### config.mk
export PLATFORM = sky130hd
export DESIGN_NAME = gpio_pad_out_ctrl
export DESIGN_NICKNAME = d
export VERILOG_FILES = /design/src/rtl/gpio_pad_out_ctrl.sv
export SDC_FILE = /design/constraint.sdc
export NUM_CORES = 2
export LEC_CHECK = 0
export BUFFER_PORTS_ARGS = -buffer_cell sky130_fd_sc_hd__buf_2
export CAP_MARGIN = 10
export CORE_AREA = 2 2 242 244
export CTS_CLUSTER_DIAMETER = 200
export DETAILED_ROUTE_END_ITERATION = 6
export DIE_AREA = 0 0 244 246
export GPL_ROUTABILITY_DRIVEN = 0
export GPL_TIMING_DRIVEN = 0
export PLACE_DENSITY = 0.69
export SYNTH_ARGS = -nofsm -noshare
export SYNTH_HDL_FRONTEND = slang
export SYNTH_SLANG_ARGS = --single-unit
export TNS_END_PERCENT = 30
### constraint.sdc
create_clock -name clk -period 2.7 [get_ports clk]
set_input_delay 0.135 -clock clk [delete_from_list [all_inputs] [get_ports clk]]
set_output_delay 0.135 -clock clk [all_outputs]
set_load 0.05 [all_outputs]
### src/rtl/gpio_pad_out_ctrl.sv
module gpio_pad_out_ctrl #(
  parameter int NUM_PINS  = 50,
  parameter int WORD_W    = 32,
  parameter int FUNC_W    = 3,
  parameter int GPIO_FUNC = 3,
  parameter int PULL_W    = 3,
  parameter int DRIVE_W   = 2,
  localparam int NUM_WORDS = (NUM_PINS + WORD_W - 1) / WORD_W,
  localparam int SEL_W     = (NUM_WORDS > 1) ? $clog2(NUM_WORDS) : 1,
  localparam int PIN_W     = (NUM_PINS > 1) ? $clog2(NUM_PINS) : 1
) (
  input  logic                        clk,
  input  logic                        rst_n,
  input  logic [SEL_W-1:0]            wr_word,
  input  logic [WORD_W-1:0]           val_set,
  input  logic [WORD_W-1:0]           val_clr,
  input  logic [WORD_W-1:0]           val_tgl,
  input  logic [WORD_W-1:0]           en_set,
  input  logic [WORD_W-1:0]           en_clr,
  input  logic [WORD_W-1:0]           en_tgl,
  input  logic                        cfg_we,
  input  logic [PIN_W-1:0]            cfg_pin,
  input  logic [FUNC_W-1:0]           cfg_func,
  input  logic [1:0]                  cfg_mode,
  input  logic [PULL_W-1:0]           cfg_pull,
  input  logic [DRIVE_W-1:0]          cfg_drive,
  input  logic [SEL_W-1:0]            rd_word,
  output logic [WORD_W-1:0]           rd_val,
  output logic [WORD_W-1:0]           rd_en,
  output logic [NUM_PINS-1:0]         pad_out,
  output logic [NUM_PINS-1:0]         pad_oe,
  output logic [NUM_PINS*PULL_W-1:0]  pad_pull,
  output logic [NUM_PINS*DRIVE_W-1:0] pad_drive
);

  localparam int SPAN = (1 << SEL_W) * WORD_W;
  localparam logic [1:0] M_OFF = 2'd0;
  localparam logic [1:0] M_PP  = 2'd1;
  localparam logic [1:0] M_OD  = 2'd2;
  localparam logic [1:0] M_TRI = 2'd3;
  localparam logic [SPAN-1:0] LIVE = SPAN'({NUM_PINS{1'b1}});

  function automatic logic [NUM_PINS-1:0] spread(input logic [SEL_W-1:0] w,
                                                 input logic [WORD_W-1:0] m);
    logic [SPAN-1:0] t;
    t = '0;
    t[w*WORD_W +: WORD_W] = m;
    return t[NUM_PINS-1:0];
  endfunction

  logic [NUM_PINS-1:0] val_q, en_q, own;
  logic [NUM_PINS-1:0] vs_raw, vc_raw;
  logic [NUM_PINS-1:0] vs, vc, vt, es, ec, et;
  logic [SPAN-1:0]     val_x, en_x;

  assign vs_raw = spread(wr_word, val_set);
  assign vc_raw = spread(wr_word, val_clr);
  assign vs = vs_raw & own;
  assign vc = vc_raw & own;
  assign vt = spread(wr_word, val_tgl) & own;
  assign es = spread(wr_word, en_set) & own;
  assign ec = spread(wr_word, en_clr) & own;
  assign et = spread(wr_word, en_tgl) & own;

  always_ff @(posedge clk) begin
    if (!rst_n) begin
      val_q <= '0;
      en_q  <= '0;
    end else begin
      val_q <= ((val_q ^ vt) | vs) & ~vc;
      en_q  <= ((en_q ^ et) | es) & ~ec;
    end
  end

  assign val_x  = SPAN'(val_q);
  assign en_x   = SPAN'(en_q);
  assign rd_val = val_x[rd_word*WORD_W +: WORD_W];
  assign rd_en  = en_x[rd_word*WORD_W +: WORD_W];

  for (genvar i = 0; i < NUM_PINS; i++) begin : g_pin
    logic [FUNC_W-1:0]  func_q;
    logic [1:0]         mode_q;
    logic [PULL_W-1:0]  pull_q;
    logic [DRIVE_W-1:0] drv_q;
    logic               drive;

    always_ff @(posedge clk) begin
      if (!rst_n) begin
        func_q <= '0;
        mode_q <= M_OFF;
        pull_q <= '0;
        drv_q  <= '0;
      end else if (cfg_we && cfg_pin == PIN_W'(i)) begin
        func_q <= cfg_func;
        mode_q <= cfg_mode;
        pull_q <= cfg_pull;
        drv_q  <= cfg_drive;
      end
    end

    assign own[i] = (func_q == FUNC_W'(GPIO_FUNC));

    always_comb begin
      case (mode_q)
        M_PP:    drive = 1'b1;
        M_OD:    drive = ~val_q[i];
        M_TRI:   drive = en_q[i];
        default: drive = 1'b0;
      endcase
    end

    assign pad_oe[i]  = own[i] & drive;
    assign pad_out[i] = pad_oe[i] & (mode_q != M_OD) & val_q[i];
    assign pad_pull[i*PULL_W +: PULL_W]    = pull_q;
    assign pad_drive[i*DRIVE_W +: DRIVE_W] = drv_q;

    p_reject_val_r5: assert property (@(posedge clk) disable iff (!rst_n)
      !own[i] |=> $stable(val_q[i]));
    p_reject_en_r5: assert property (@(posedge clk) disable iff (!rst_n)
      !own[i] |=> $stable(en_q[i]));
    p_clr_wins_r3: assert property (@(posedge clk) disable iff (!rst_n)
      (own[i] && vs_raw[i] && vc_raw[i]) |=> !val_q[i]);
    p_quiet_r6: assert property (@(posedge clk) disable iff (!rst_n)
      !pad_oe[i] |-> !pad_out[i]);
    p_od_low_r7: assert property (@(posedge clk) disable iff (!rst_n)
      (mode_q == M_OD) |-> !pad_out[i]);
    p_tri_float_r8: assert property (@(posedge clk) disable iff (!rst_n)
      (mode_q == M_TRI && !en_q[i]) |-> !pad_oe[i]);
    p_foreign_r9: assert property (@(posedge clk) disable iff (!rst_n)
      !own[i] |-> !pad_oe[i]);
  end

  p_dead_bits_r10: assert property (@(posedge clk) disable iff (!rst_n)
    ((rd_val | rd_en) & ~LIVE[rd_word*WORD_W +: WORD_W]) == '0);

endmodule

==> out/qor.yml <==
status: "completed"
arrival_ps: 2550
utilization: 0.6135
syn_inst: 2766
async_flop_share: 0
vias_per_cell: 5.556
htree_levels: 3
critPathTopFamily: "buffers and inverters"
top_layer: "met5"
power_leakage_nw: 16.41
path_cells: "clkbuf_1, clkbuf_1, buf_8, mux2_2, buf_2"
dp_slack_ps: -121.7
syn_to_final_growth_pct: 35.18
num-fill-cells: 4942
dr_wl_met3_mm: 7.489
cts_tree: "yes"
synthAdderAreaFrac: 0
synth_cell_types: 38
synthMuxAreaShare: 0.2090
vias: 25390
place_hpwl_mm: 73.88
slowest_stage: "clkbuf_1"
dpl-instance-area_mm2: 0.03015
numPortBuffers: 621
criticalPathCategory: "in -> out"
slew_headroom: 0.1158
path_buf_inv: 4
synth-simple-area-share: 0.2001
worst-path-max-fanout: 10
die_area_mm2: 0.06002
m1WireLength_mm: 44.57
crit_top_cell: "clkbuf_1"
clk_path_buf_depth: 3
synth_ff_type: "dfxtp_1"
grt_overflow: 0
start_util: 0.4538
grt_pass1_vias: 24180
dp_cells: 4155
layout-drive-gt1-share: 0.2405
avgSynthCellArea_um2: 9.412
root_buffer: "clkbuf_16"
cts.clk_slew.worst_paths_ps: 60
design_area_mm2: 0.03519
synthXorXnorAreaFrac: 0
hold_viol: 0
antenna_found_initial: 13
synth_top_area_frac: 0.4614
setup_viol: 0
drt-initial-drc-count: 1783
fmax_mhz: 372.5
wire_per_inst_um: 22.89
grt_pass1_wl_mm: 151.3
rows: 88
cts_sinks: 600
tightest_slew_ps: 1308
fin_nets: 3956
slowest_delay_ps: 870
crit_path_start_kind: "input port"
worst_slack_ps: 15.79
die_height_um: 246
insertion_delay_ps: 610
yosysSeqAreaShare: 0.4614
cts_buffers: 67
dr_wl_met2_mm: 47.07
fin_crit_sh: 0.9942
grt_usage: 0.3348
final_cells: 4570
ir_drop_mv: 0.4306
maxCapViolations: 0
power_density_mw_per_mm2: 555.1
synth_compound_area_frac: 0.1004
yosysTopAreaCell: "dfxtp_1"
rsz0062_at_grt: "false"
crit_required_ps: 2570
ant_nets: 0
worstSetupEndpointType: "output port"
grt_start_max_net_pins: 14
yosys-top-cells-area: "dfxtp_1 (46%), mux2i_1 (19%), nand2_1 (8.2%)"
core_mm2: 0.05737
ios: 627
hp-class: "in -> reg"
drt-total-wl_mm: 104.6
final_max_slew_viol_count: 0
die_width_um: 244
ys_ff_latch: 600
synth_edf_count: 0
skew_ps: 17.54
synth_fp_nets: 2979
synth_top_family_by_area: "multiplexers"
fin_crit_ps: 2684
drc: 0
ys_warn_count: 0
syn_area_mm2: 0.02603
drtPass1Iterations: 6
-- cell usage after synthesis (all sizes together), types with 19 or more instances --
cell    instances
mux2           36
nor2b          28
o21ai          61
a31oi          36
inv            39
nand2         598
dfxtp         600
clkbuf        134
nor4bb         37
nor3           57
a31o           33
a21oi          84
mux2i         503
o31a           61
nand3b         25
o21bai         28
nor2          160
buf            19
nand2b         50
nor3b          24
nand4b         22
nand3          50
a22oi          27
o221a          36
-- cells by family after synthesis --
group,Yosys count
buffers and inverters,192
multiplexers,539
AO/OA/AOI/OAI,369
flip-flops,600
AND/OR/NAND/NOR,1066
-- metrics by stage --
stage	setup TNS [ps]	power, W	hold WS [ps]
floorplan	0	0.009667	308.2
global placement	-6910	0.01027	416.2
detailed placement	-920.6	0.01028	415.4
CTS	0	0.01956	1.537
global route	0	0.02002	34.58
finish	0	0.01954	22.77
-- flip-flops by register name, summed over array words and instances (netlist names) --
| name | flops |
|---|---|
| g_pin.drv_q | 100 |
| g_pin.pull_q | 150 |
| en_q | 50 |
| val_q | 50 |
| g_pin.mode_q | 100 |
| g_pin.func_q | 150 |
-- worst paths after layout --
check,start,end,slack [ps],cells past startpoint
hold reg to reg,g_pin[48].drv_q[0],g_pin[48].drv_q[0],450,2
setup / recovery,rd_word,rd_val[11],20,5
setup reg to reg,g_pin[23].func_q[0],val_q[23],290,4
hold / removal,val_tgl[17],val_q[49],20,3
-- where the power goes --
| part | internal [W] | switching, W | total, W |
|---|---|---|---|
| registers | 0.00888 | 0.0000214 | 0.00890 |
| logic | 0.000538 | 0.000912 | 0.00145 |
| clock network | 0.00532 | 0.00386 | 0.00918 |
-- what timing repair did --
item                       in CTS  in global routing
gates cloned                    0                  0
hold endpoints to repair      100                  0
gates resized for setup         1                  3
hold buffers                  283                  0
setup buffers                   0                  0
setup endpoints to repair      10                  2
-- per-layer routing --
| metal | up-vias | track usage |
|---|---|---|
| met3 | 241 | 0.06645 |
| met4 | 2 | 0.1772 |
| li1 | 11710 | - |
| met1 | 12350 | 0.4265 |
| met2 | 1090 | 0.5367 |
| met5 | - | 0 |
-- final cells by class --
class	count	area, um^2	share of cell area
multi-input cells	1974	13260	0.3769
inverters	39	146.4	0.004160
clock inverters	25	279.0	0.007928
repair buffers	908	5991	0.1702
diodes	13	32.53	0.0009244
plain buffers	153	615.6	0.01749
flip-flops and latches	600	12010	0.3413
well taps	765	957.2	0.02720
clock buffers	93	1896	0.05386
-- placed cells by master, fill, tap and decap left out, types with 10 or more instances in the layout --
master	netlist	layout
diode_2	0	13
o21bai_1	28	28
dlygate4sd3_1	0	283
nor3_1	57	57
nand3_1	50	50
nand2_1	567	567
dfxtp_1	600	600
mux2i_1	503	503
nand2_2	31	31
a31oi_1	36	36
mux2_2	36	36
o31a_1	61	61
nand3b_1	25	25
a21oi_1	84	84
clkbuf_8	0	10
a22oi_1	27	27
inv_1	39	39
buf_2	12	634
nor4bb_1	37	37
nand2b_1	50	50
nand4b_1	18	18
clkbuf_16	0	68
o21ai_0	61	61
nor2b_1	28	28
nor3b_1	24	24
clkbuf_1	134	146
nor2_1	145	145
o221a_2	36	36
a31o_2	33	33
clkinv_2	0	13
nor2_4	15	15
-- worst min-delay path: cells and delay by family --
kind                   cells  cell delay [ps]
buffers and inverters      1              120
AOI/OAI and AO/OA          2              330
Power figures use the tool's default switching activity.
